[config.mk]
export PLATFORM = sky130hd
export DESIGN_NAME = uart_reg_if
export DESIGN_NICKNAME = d
export VERILOG_FILES = /design/src/rtl/uart_regif_pkg.sv /design/src/rtl/uart_ctrl_reg.sv /design/src/rtl/uart_tx_buffer.sv /design/src/rtl/uart_rx_fifo.sv /design/src/rtl/uart_reg_if.sv
export SDC_FILE = /design/constraint.sdc
export NUM_CORES = 1
export LEC_CHECK = 0
export ABC_AREA = 1
export BUFFER_PORTS_ARGS = -buffer_cell sky130_fd_sc_hd__buf_2
export CAP_MARGIN = 20
export CORE_MARGIN = 10
export CORE_UTILIZATION = 45
export CTS_CLUSTER_DIAMETER = 60
export DETAILED_ROUTE_END_ITERATION = 7
export GPL_ROUTABILITY_DRIVEN = 1
export PLACE_DENSITY = 0.7
export SETUP_SLACK_MARGIN = 0.05
export SLEW_MARGIN = 25
export SYNTH_ARGS = -nofsm -noshare
export SYNTH_HDL_FRONTEND = slang
export SYNTH_SLANG_ARGS = --single-unit
[constraint.sdc]
create_clock -name clk -period 1.65 [get_ports clk]
set_clock_uncertainty 0.05 [all_clocks]
set_input_delay 0.0825 -clock clk [delete_from_list [all_inputs] [get_ports clk]]
set_output_delay 0.0825 -clock clk [all_outputs]
set_load 0.05 [all_outputs]
[src/rtl/uart_regif_pkg.sv]
// Package: shared register address codes and control bit positions for the
// serial port register front end. Assumes a 2-bit word address.
package uart_regif_pkg;

    typedef enum logic [1:0] {
        RA_CTRL  = 2'd0,
        RA_TXBUF = 2'd1,
        RA_RXBUF = 2'd2,
        RA_NONE  = 2'd3
    } reg_addr_e;

    localparam int CTRL_EN_BIT   = 0;
    localparam int CTRL_SRST_BIT = 1;

endpackage

[src/rtl/uart_ctrl_reg.sv]
// Module: control word storage. Holds the enable bit and runs the fixed
// length soft-reset countdown. Assumes wr_en is a single-cycle qualified
// write to the control address; only the two defined bits are passed in.
module uart_ctrl_reg #(
    parameter int SRST_CYCLES = 2
) (
    input  logic       clk,
    input  logic       rst_n,
    input  logic       wr_en,
    input  logic [1:0] wbits,
    output logic       enable,
    output logic       srst_busy
);
    import uart_regif_pkg::*;

    localparam int CNT_W = $clog2(SRST_CYCLES + 1);

    logic [CNT_W-1:0] srst_cnt;

    // Enable bit: loaded on every control write, cleared by reset only.
    always_ff @(posedge clk) begin
        if (!rst_n)
            enable <= 1'b0;
        else if (wr_en)
            enable <= wbits[CTRL_EN_BIT];
    end

    // Soft-reset countdown: a write of 1 (re)loads it, otherwise it runs down to 0.
    always_ff @(posedge clk) begin
        if (!rst_n)
            srst_cnt <= '0;
        else if (wr_en && wbits[CTRL_SRST_BIT])
            srst_cnt <= CNT_W'(SRST_CYCLES);
        else if (srst_cnt != '0)
            srst_cnt <= srst_cnt - 1'b1;
    end

    assign srst_busy = (srst_cnt != '0);

    p_srst_start_r3: assert property (@(posedge clk) disable iff (!rst_n)
        (wr_en && wbits[CTRL_SRST_BIT]) |=> srst_busy);

    p_srst_zero_idle_r3: assert property (@(posedge clk) disable iff (!rst_n)
        (!srst_busy && !(wr_en && wbits[CTRL_SRST_BIT])) |=> !srst_busy);

    p_enable_hold_r2: assert property (@(posedge clk) disable iff (!rst_n)
        !wr_en |=> $stable(enable));

endmodule

[src/rtl/uart_tx_buffer.sv]
// Module: one-byte transmit holding register. It loads only when empty,
// frees on take, and is cleared by the soft-reset window.
// Assumes take is only meaningful while valid is 1.
module uart_tx_buffer #(
    parameter int DATA_W = 8
) (
    input  logic              clk,
    input  logic              rst_n,
    input  logic              clr,
    input  logic              wr_en,
    input  logic [DATA_W-1:0] wdata,
    input  logic              take,
    output logic [DATA_W-1:0] data,
    output logic              valid
);

    // Holding register and its occupancy flag; clear has priority over traffic.
    always_ff @(posedge clk) begin
        if (!rst_n) begin
            data  <= '0;
            valid <= 1'b0;
        end else if (clr) begin
            data  <= '0;
            valid <= 1'b0;
        end else if (valid) begin
            if (take)
                valid <= 1'b0;
        end else if (wr_en) begin
            data  <= wdata;
            valid <= 1'b1;
        end
    end

    p_txd_ignored_r6: assert property (@(posedge clk) disable iff (!rst_n)
        (valid && !take && !clr) |=> (valid && $stable(data)));

    p_take_frees_r7: assert property (@(posedge clk) disable iff (!rst_n)
        (valid && take && !clr) |=> !valid);

    p_load_r5: assert property (@(posedge clk) disable iff (!rst_n)
        (!valid && wr_en && !clr) |=> (valid && data == $past(wdata)));

    p_clr_tx_r4: assert property (@(posedge clk) disable iff (!rst_n)
        clr |=> !valid);

endmodule

[src/rtl/uart_rx_fifo.sv]
// Module: receive queue, oldest first, DEPTH entries. A pop on an empty
// queue returns the last popped byte. A push into a full queue with no
// pop is dropped and sets a sticky overrun flag. clr empties it.
module uart_rx_fifo #(
    parameter int DATA_W = 8,
    parameter int DEPTH  = 2
) (
    input  logic              clk,
    input  logic              rst_n,
    input  logic              clr,
    input  logic              push,
    input  logic [DATA_W-1:0] push_data,
    input  logic              pop,
    output logic [DATA_W-1:0] head,
    output logic              empty,
    output logic              full,
    output logic              overrun
);

    localparam int PTR_W = (DEPTH > 1) ? $clog2(DEPTH) : 1;
    localparam int CNT_W = $clog2(DEPTH + 1);
    localparam logic [PTR_W-1:0] LAST_IDX = PTR_W'(DEPTH - 1);

    logic [DATA_W-1:0] mem [DEPTH];
    logic [DATA_W-1:0] last_q;
    logic [PTR_W-1:0]  wr_ptr, rd_ptr;
    logic [CNT_W-1:0]  count;
    logic              pop_ok, push_ok;

    assign empty   = (count == '0);
    assign full    = (count == CNT_W'(DEPTH));
    assign pop_ok  = pop && !empty;
    assign push_ok = push && (!full || pop_ok);
    assign head    = empty ? last_q : mem[rd_ptr];

    // One storage register per entry, written when the write pointer selects it.
    for (genvar gi = 0; gi < DEPTH; gi++) begin : g_entry
        always_ff @(posedge clk) begin
            if (!rst_n)
                mem[gi] <= '0;
            else if (!clr && push_ok && wr_ptr == PTR_W'(gi))
                mem[gi] <= push_data;
        end
    end

    // Pointer and occupancy bookkeeping with wrap at DEPTH.
    always_ff @(posedge clk) begin
        if (!rst_n || clr) begin
            wr_ptr <= '0;
            rd_ptr <= '0;
            count  <= '0;
        end else begin
            if (push_ok)
                wr_ptr <= (wr_ptr == LAST_IDX) ? '0 : wr_ptr + 1'b1;
            if (pop_ok)
                rd_ptr <= (rd_ptr == LAST_IDX) ? '0 : rd_ptr + 1'b1;
            case ({push_ok, pop_ok})
                2'b10:   count <= count + 1'b1;
                2'b01:   count <= count - 1'b1;
                default: count <= count;
            endcase
        end
    end

    // Last-read byte, returned on reads from an empty queue.
    always_ff @(posedge clk) begin
        if (!rst_n || clr)
            last_q <= '0;
        else if (pop_ok)
            last_q <= mem[rd_ptr];
    end

    // Sticky overrun: a dropped push sets it; only reset or clear removes it.
    always_ff @(posedge clk) begin
        if (!rst_n || clr)
            overrun <= 1'b0;
        else if (push && !push_ok)
            overrun <= 1'b1;
    end

    p_no_overflow_r10: assert property (@(posedge clk) disable iff (!rst_n)
        count <= CNT_W'(DEPTH));

    p_overrun_set_r10: assert property (@(posedge clk) disable iff (!rst_n)
        (push && full && !pop && !clr) |=> overrun);

    p_full_swap_r11: assert property (@(posedge clk) disable iff (!rst_n)
        (push && pop && full && !overrun && !clr) |=> (full && !overrun));

    p_empty_read_hold_r9: assert property (@(posedge clk) disable iff (!rst_n)
        (pop && empty && !push && !clr) |=> (empty && $stable(head)));

    p_clr_rx_r4: assert property (@(posedge clk) disable iff (!rst_n)
        clr |=> (empty && !overrun && head == '0));

endmodule

[src/rtl/uart_reg_if.sv]
// Module: top of the serial port register front end. It decodes the bus,
// registers read data, and connects the control word, transmit holding
// register and receive queue. Assumes single-cycle read/write strobes and
// that the engines honour tx_valid and rx_full.
module uart_reg_if #(
    parameter int REG_W       = 16,
    parameter int DATA_W      = 8,
    parameter int RX_DEPTH    = 2,
    parameter int SRST_CYCLES = 2
) (
    input  logic              clk,
    input  logic              rst_n,
    input  logic              bus_wr,
    input  logic              bus_rd,
    input  logic [1:0]        bus_addr,
    input  logic [REG_W-1:0]  bus_wdata,
    output logic [REG_W-1:0]  bus_rdata,
    output logic              eng_clk_en,
    output logic              soft_rst,
    output logic [DATA_W-1:0] tx_data,
    output logic              tx_valid,
    input  logic              tx_take,
    output logic              tx_empty,
    input  logic              rx_push,
    input  logic [DATA_W-1:0] rx_data,
    output logic              rx_full,
    output logic              rx_overrun
);
    import uart_regif_pkg::*;

    localparam int PAD_W = REG_W - DATA_W;

    reg_addr_e         addr;
    logic              ctl_wr, tx_wr, rx_pop;
    logic              enable_q, busy;
    logic [DATA_W-1:0] rx_head;
    logic              rx_empty;
    logic              unused_wdata_hi;

    assign addr            = reg_addr_e'(bus_addr);
    assign ctl_wr          = bus_wr && (addr == RA_CTRL);
    assign tx_wr           = bus_wr && (addr == RA_TXBUF);
    assign rx_pop          = bus_rd && (addr == RA_RXBUF);
    assign unused_wdata_hi = ^bus_wdata[REG_W-1:DATA_W];

    uart_ctrl_reg #(
        .SRST_CYCLES (SRST_CYCLES)
    ) u_ctrl (
        .clk       (clk),
        .rst_n     (rst_n),
        .wr_en     (ctl_wr),
        .wbits     (bus_wdata[1:0]),
        .enable    (enable_q),
        .srst_busy (busy)
    );

    uart_tx_buffer #(
        .DATA_W (DATA_W)
    ) u_txbuf (
        .clk   (clk),
        .rst_n (rst_n),
        .clr   (busy),
        .wr_en (tx_wr),
        .wdata (bus_wdata[DATA_W-1:0]),
        .take  (tx_take),
        .data  (tx_data),
        .valid (tx_valid)
    );

    uart_rx_fifo #(
        .DATA_W (DATA_W),
        .DEPTH  (RX_DEPTH)
    ) u_rxq (
        .clk       (clk),
        .rst_n     (rst_n),
        .clr       (busy),
        .push      (rx_push),
        .push_data (rx_data),
        .pop       (rx_pop),
        .head      (rx_head),
        .empty     (rx_empty),
        .full      (rx_full),
        .overrun   (rx_overrun)
    );

    assign eng_clk_en = enable_q;
    assign soft_rst   = busy;
    assign tx_empty   = !tx_valid;

    // Registered read mux; data is presented the cycle after the read strobe.
    always_ff @(posedge clk) begin
        if (!rst_n)
            bus_rdata <= '0;
        else if (bus_rd) begin
            case (addr)
                RA_CTRL:  bus_rdata <= {{(REG_W-2){1'b0}}, busy, enable_q};
                RA_TXBUF: bus_rdata <= {{PAD_W{1'b0}}, tx_data};
                RA_RXBUF: bus_rdata <= {{PAD_W{1'b0}}, rx_head};
                default:  bus_rdata <= '0;
            endcase
        end
    end

    p_ctl_busy_read_r3: assert property (@(posedge clk) disable iff (!rst_n)
        (bus_rd && addr == RA_CTRL && soft_rst) |=> bus_rdata[CTRL_SRST_BIT]);

    p_enable_kept_r4: assert property (@(posedge clk) disable iff (!rst_n)
        (soft_rst && !ctl_wr) |=> (eng_clk_en == $past(eng_clk_en)));

    p_rx_empty_flag_r8: assert property (@(posedge clk) disable iff (!rst_n)
        !(rx_empty && rx_full));

endmodule

==> results of run 1 <==
power by group through the flow:
stage                     clock network, mW  registers, mW  logic, mW
after floorplan                           0           1.47      0.273
after global placement                    0           1.40      0.446
after detailed placement                  0           1.40      0.453
after CTS                             0.850           1.38      0.467
after global routing                  0.898           1.39      0.516
final                                 0.829           1.38      0.468
logic make-up (layout without fill, tap and decap cells):
family,Yosys count,after routing
compound gates,56,56
xor+xnor,1,1
buf+inv,52,103
other cells,1,8
flops,50,50
simple gates,129,129
metrics by stage:
step / hold slack, ns / worst slack (ns)
2_1_floorplan: 0.1805 / 0.07629
3_3_place_gp: 0.2875 / 0.1511
3_5_place_dp: 0.3056 / 0.1118
4_1_cts: 0.001296 / 0.1036
5_1_grt: 0.01199 / 0.09414
6_report: -0.001524 / 0.1654
worst max path at each step:
stage,end,cells after the start,startpoint
3_5_place_dp,u_rxq.mem[0][4],6,u_rxq.count[0]
2_1_floorplan,u_txbuf.data[0],5,u_txbuf.valid
6_report,u_rxq.mem[1][3],7,u_rxq.count[1]
4_1_cts,u_rxq.mem[0][7],6,u_rxq.count[0]
3_3_place_gp,u_rxq.mem[0][6],6,u_rxq.count[0]
5_1_grt,u_rxq.mem[1][3],7,u_rxq.count[1]
critical path: cells and delay by family (launching register included):
kind / cells / cell delay, ns
simple gates: 6 / 0.64
buf+inv: 1 / 0.12
flops: 1 / 0.35
layer usage:
layer	up-vias	share of wire [%]
met5	-	0
met3	12	4.4
met4	0	2.4
met2	38	50
met1	870	44
li1	1020	-
sequential cells by signal, summed over array words and instances (netlist names), named ones only:
name             count
u_ctrl.srst_cnt      2
u_ctrl.enable        1
u_rxq.mem           16
bus_rdata            8
u_rxq.wr_ptr         1
u_rxq.rd_ptr         1
u_rxq.last_q         8
u_rxq.overrun        1
u_txbuf.valid        1
u_txbuf.data         8
u_rxq.count          2
cell usage in the layout, fill, tap and decap left out, drive strengths merged:
cell / n
dlygate4sd3: 7
buf: 51
clkinv: 1
conb: 8
o21a: 1
clkbuf: 6
nor2: 47
xor2: 1
nand2: 69
inv: 38
a21oi: 23
edfxtp: 16
nand4: 2
o21ai: 27
dfxtp: 34
a31oi: 5
nand3: 11
what timing repair did:
item                                   in CTS  in global routing
setup endpoints to repair                   0                 16
hold buffers                                7                  0
endpoints found under the hold margin       7                  0
resized for setup                           0                  2
buffers inserted                            0                  0
layout make-up:
| type | count | area [µm²] | area share, % |
|---|---|---|---|
| flip-flops and latches | 50 | 1162 | 41.72 |
| multi-input cells | 194 | 945.9 | 33.95 |
| repair buffers | 58 | 340.3 | 12.21 |
| inverters | 37 | 138.9 | 4.984 |
| clock buffers | 6 | 93.84 | 3.368 |
| well taps | 70 | 87.58 | 3.143 |
| clock inverters | 2 | 17.52 | 0.6286 |
==> impl_results.md, run 1 <==
* Latest clock arrival within the worst-skew pair at 0.31 ns
* I/O pins at 62
* Synth Area in Compound Gates at 12.51%
* Status: complete, but fails checks
* Detailed Route WL at 5263 µm
* Grt peak-use layer: met2
* Violated checks: hold timing
* TritonCTS clock tree: built
* XOR/XNOR Fraction of Synth Area at 0.3790%
* Critical Path End Type: register
* Synth top cells by count: nand2_1, nor2_1, dfxtp_1, inv_1, o21ai_0
* H-tree levels at 2
* Area growth from synthesis to layout at 20.57%
* Critical path required time at 1.59 ns
* Fmax at 673.6 MHz
* Sw Ratio at 29.96%
* Ys flop type: dfxtp_1
* Count leader, synth: nand2_1
* Vias per cell at 4.652
* Die X at 91.66 µm
* Reg-to-reg setup timing slack at 0.17 ns
* # nets final at 378
* Worst-case clock buffer depth at 2
* Met1 Use GR at 14.85%
* Reg2reg end: u_rxq.mem[1][3]
* Fill cells at 484
* Antenna Nets Post-Route at 0
* Max Slew Vio Count at 0
* Worst path cell trace: inv_1 > nor2_4 > nand2_4 > nand2_4 > nor2_8 > nand2_1 > nand2_1
* Synthesized instance count at 289
* Max stage delay cell, worst path: dfxtp_1
* Crit path time final at 1.485 ns
* Floorplan row count at 26
* Distinct cells, synth at 26
* N_diodes at 0
* First-pass GRT wire length at 9094 µm
* Worst Path Max Fanout at 8
* EDFF count, synth at 16
* Worst reg-to-reg path cell count at 7
* Synthesis Warnings at 0
* Core area at 5042 µm²
* PortBufs at 45
* Remaining global-route overflow at 0
* Power Dens Cells at 959.1 nW/µm²
* Top cells by area, synth: dfxtp_1, edfxtp_1, nand2_1, nor2_1, inv_1
* Met2 usage at 22.39%
* First DRT Iteration DRCs at 96
* GP Congestion at 0.8356
* Tot GR Track Use at 12.89%
* Residual DRC at 0
* Post-Synth Adder-Cell Area at 0%
* Num CTS Buffers at 5
* CTS Sinks at 50
* Overall power at 2.673 mW
* Crit path launch type: register
* First drt pass iteration count at 4
* Sequential Power Share at 51.5%
* Clock power share at 31.0%
* Combinational power share at 17.5%
* RSZ-0062 raised after global routing: no
* Post-route setup TNS at 0 ns
* Root Driver: clkbuf_8
* Period Utilization, post-route at 89.97%
* Worst R2R Start: u_rxq.count[1]
* Hold Path End: u_txbuf.data[7]
* Non-Filler Cell Area, Final at 2786 µm²
* Placed Area at 2601 µm²
* Initial antenna violation count at 0
* Vias post-DR at 1940
* Hold path cells at 3
* FFs w/ async S/R, synth at 0%
* Sequential fraction of the synthesis area at 50.24%
* P_leak at 1.286 nW
* Type of the worst min-delay path: primary input to register
* Pint at 1.872 mW
* Largest net degree at the start of global routing at 18
* Multiplexer share of the synthesized area at 0%
* Placed insts at 402
* VDD IR max at 0.6962 mV
* Met3 GRT Util at 3.504%
* Layout cell share with drive strength beyond 1 at 22.77%
* Post-synthesis register bit count at 50
* Largest family of logic cells by synthesized area: simple AND/OR/NAND/NOR gates
* Syn_area_per_cell at 7.996 µm²
* Area leader, netlist: dfxtp_1
* Initial Utilization at 45.83%
* Final setup violation count at 0
* Arr. time, crit path at 1.43 ns
* Hold_ws at -0.001524 ns
* Post-Syn Area at 2311 µm²
* # Max-Cap Violations at 0
* Synth top area share at 29.45%
* Die area at 8402 µm²
* Number of global-route vias before repair at 1960
* Core Util, Final at 55.26%
* WL per Instance at 12.62 µm
* Hpwl dp at 4059 µm
* CP peak stage delay at 0.35 ns
* Die H at 91.66 µm
* Non-filler instance count after layout at 417
* Psw at 800.7 µW
* Worst hold start: bus_wdata[7]
* Final Hold Fails at 1
* Clock slew at reported path FFs at 0.09 ns
* Simple-gate share of the synthesized area at 26.31%
* Critical path class: register to register
No activity file was read; power rests on OpenSTA's default activity.
==> inputs of run 2 (changes only) <==
ABC_AREA = unset   (was 1)
CAP_MARGIN = 10   (was 20)
==> impl_results.md, run 2 <==
* Status: finished clean (was complete, but fails checks)
* Arr. time, crit path at 1.62 ns (was 1.43 ns)
* Synthesis Warnings at 0 (unchanged)
* Root Driver: clkbuf_8 (unchanged)
* Vias post-DR at 1915 (was 1940)
* GP Congestion at 0.7910 (was 0.8356)
* Final Hold Fails at 0 (was 1)
* Latest clock arrival within the worst-skew pair at 0.30 ns (was 0.31 ns)
* Sequential fraction of the synthesis area at 49.15% (was 50.24%)
* Pint at 1.971 mW (was 1.872 mW)
* First-pass GRT wire length at 9459 µm (was 9094 µm)
* Psw at 757.1 µW (was 800.7 µW)
* Non-filler instance count after layout at 380 (was 417)
* Remaining global-route overflow at 0 (unchanged)
* VDD IR max at 0.5362 mV (was 0.6962 mV)
* Power Dens Cells at 924.3 nW/µm² (was 959.1 nW/µm²)
* Initial antenna violation count at 0 (unchanged)
* Area growth from synthesis to layout at 24.95% (was 20.57%)
* Post-synthesis register bit count at 50 (unchanged)
* Setup slack after layout at 0.1556 ns (was 0.1654 ns)
* Clock slew at reported path FFs at 0.09 ns (about the same)
* Type of the worst min-delay path: primary input to register (unchanged)
* Placed Area at 2726 µm² (was 2601 µm²)
* Die H at 92.46 µm (was 91.66 µm)
* Worst-case clock buffer depth at 2 (unchanged)
* Top cells by area, synth: dfxtp_1, edfxtp_1, a21oi_1, nand2_1, and2_1 (was dfxtp_1, edfxtp_1, nand2_1, nor2_1, inv_1)
* Max FFs per register at 16 (unchanged)
* Worst Path Max Fanout at 6 (was 8)
* Antenna Nets Post-Route at 0 (unchanged)
* CTS Sinks at 50 (unchanged)
* First drt pass iteration count at 4 (unchanged)
* Critical Path End Type: register (unchanged)
* Layout cell share with drive strength beyond 1 at 28.71% (was 22.77%)
* Syn_area_per_cell at 9.564 µm² (was 7.996 µm²)
* TritonCTS clock tree: built (unchanged)
* Placed insts at 363 (was 402)
* Sequential Power Share at 50.3% (was 51.5%)
* Die X at 92.46 µm (was 91.66 µm)
* Critical path class: register to register (unchanged)
* Crit path launch type: register (unchanged)
* WL per Instance at 14.73 µm (was 12.62 µm)
* Hpwl dp at 4154 µm (was 4059 µm)
* Distinct cells, synth at 42 (was 26)
* Dpl ws at -0.07402 ns (was 0.1118 ns)
* Critical path required time at 1.78 ns (was 1.59 ns)
* Core area at 5107 µm² (was 5042 µm²)
* Initial Utilization at 46.25% (was 45.83%)
* First DRT Iteration DRCs at 99 (was 96)
* Non-Filler Cell Area, Final at 2952 µm² (was 2786 µm²)
* PortBufs at 45 (unchanged)
* FFs w/ async S/R, synth at 0% (unchanged)
* Post-Syn Area at 2362 µm² (was 2311 µm²)
* EDFF count, synth at 16 (unchanged)
* Detailed Route WL at 5597 µm (was 5263 µm)
* Die area at 8548 µm² (was 8402 µm²)
* Sw Ratio at 27.75% (was 29.96%)
* Ys flop type: dfxtp_1 (unchanged)
* Residual DRC at 0 (unchanged)
* Slew headroom at 64.33%
* Period Utilization, post-route at 90.57% (was 89.97%)
* Combinational power share at 18.2% (was 17.5%)
* Synth top cells by count: dfxtp_1, a21oi_1, nand2_1, edfxtp_1, nor3_1 (was nand2_1, nor2_1, dfxtp_1, inv_1, o21ai_0)
* Crit path time final at 1.494 ns (was 1.485 ns)
* Num CTS Buffers at 5 (unchanged)
* Commonest non-fill, non-tap cell in the layout: buf_2 (was nand2_1)
* Most frequent cells in the layout: buf_2, dfxtp_1, a21oi_1 (was nand2_1, buf_2, nor2_1)
* Number of global-route vias before repair at 1980 (was 1960)
* Area leader, netlist: dfxtp_1 (unchanged)
* Reg with most FFs: u_rxq.mem (unchanged)
* # nets final at 341 (was 378)
* # Max-Cap Violations at 0 (unchanged)
* Worst-Margin Slew at 0.5278 ns
* Max Slew Vio Count at 0 (unchanged)
* Vias per cell at 5.039 (was 4.652)
* Fill cells at 476 (was 484)
* Floorplan row count at 26 (unchanged)
* Largest net degree at the start of global routing at 22 (was 18)
* I/O pins at 62 (unchanged)
* H-tree levels at 2 (unchanged)
* P_leak at 1.181 nW (was 1.286 nW)
* Count leader, synth: dfxtp_1 (was nand2_1)
* Synth top area share at 28.81% (was 29.45%)
* Synthesized instance count at 247 (was 289)
* Final setup violation count at 0 (unchanged)
* Tot GR Track Use at 13.33% (was 12.89%)
* N_diodes at 0 (unchanged)
* RSZ-0062 raised after global routing: no (unchanged)
* Post-CTS Repair Setup Buffers at 0 (unchanged)
* Fmax at 669.2 MHz (was 673.6 MHz)
* Clock power share at 31.5% (was 31.0%)
==> run 2: cell count changes in the layout (fill, tap and decap cells not counted), sizes merged, moves of 8 or more <==
| cell | before | now |
|---|---|---|
| and2 | 0 | 13 |
| nor2 | 47 | 9 |
| buf | 51 | 64 |
| nand3 | 11 | 3 |
| nor3 | 0 | 16 |
| inv | 38 | 8 |
| o21ai | 27 | 5 |
| nand2 | 69 | 22 |
==> run 2: through the flow <==
stage               hold slack, ns  setup TNS [ns]  utilization [%]  total power, mW
floorplan                   0.1685          -1.347                -            1.744
global placement            0.2786         -0.1407            53.38            1.861
detailed placement          0.2838         -0.2921            53.38            1.872
CTS                       0.005008               0            57.42            2.740
global route              0.005138               0            57.79            2.859
finish                    0.008063               0            57.79            2.728
==> run 2: power groups by stage <==
stage / Sequential [mW] / Combinational, mW / Clock [mW]
4_1_cts: 1.37 / 0.491 / 0.878
3_3_place_gp: 1.40 / 0.465 / 0
6_report: 1.37 / 0.496 / 0.860
5_1_grt: 1.38 / 0.540 / 0.937
2_1_floorplan: 1.45 / 0.292 / 0
3_5_place_dp: 1.40 / 0.472 / 0
==> run 2: logic make-up (layout without fill, tap and decap cells) <==
kind of cell,Yosys count,in the layout,synth area share (%)
AO/OA/AOI/OAI,59,59,17.32
XOR/XNOR,1,1,0.3708
buffers and inverters,33,89,6.991
flip-flops,50,50,49.15
multiplexers,10,10,4.555
other,1,8,0.1587
AND/OR/NAND/NOR,93,93,21.45
==> run 2: per-layer routing <==
metal | share of wire (%) | track usage (%) | vias to the layer above
met5 | 0 | 0 | -
met4 | 1.0 | 3.085 | 0
li1 | - | - | 985
met2 | 47 | 22.53 | 47
met1 | 45 | 16.17 | 875
met3 | 6.7 | 4.197 | 8
==> run 2: critical path, stage by stage (launching register included) <==
cell,delay [ns]
dfxtp_1,0.32
or3b_4,0.44
a2111oi_4,0.37
and2_1,0.20
==> run 2: path summary, 6_finish.rpt <==
path                      start              end  slack [ns]  cells after the start
max reg2reg  u_ctrl.srst_cnt[1]  u_rxq.mem[0][2]        0.16                      3
max          u_ctrl.srst_cnt[1]  u_rxq.mem[0][2]        0.16                      3
min reg2reg     u_txbuf.data[6]  u_txbuf.data[6]        0.43                      2
min                  rx_data[0]  u_rxq.mem[1][0]       0.008                      2
==> run 2: area by class of cell <==
type | count | area, µm² | area share (%)
well taps | 70 | 87.58 | 2.967
multi-input cells | 171 | 1094 | 37.05
repair buffers | 73 | 461.7 | 15.64
clock buffers | 5 | 68.82 | 2.331
flip-flops and latches | 50 | 1165 | 39.47
clock inverters | 3 | 45.04 | 1.526
inverters | 8 | 30.03 | 1.017
==> run 2: timing repair <==
item | CTS | global route
endpoints found under the hold margin | 9 | 0
setup endpoints to repair | 13 | 26
gates resized for setup | 1 | 6
hold buffers | 9 | 0
pin swaps | 1 | 1
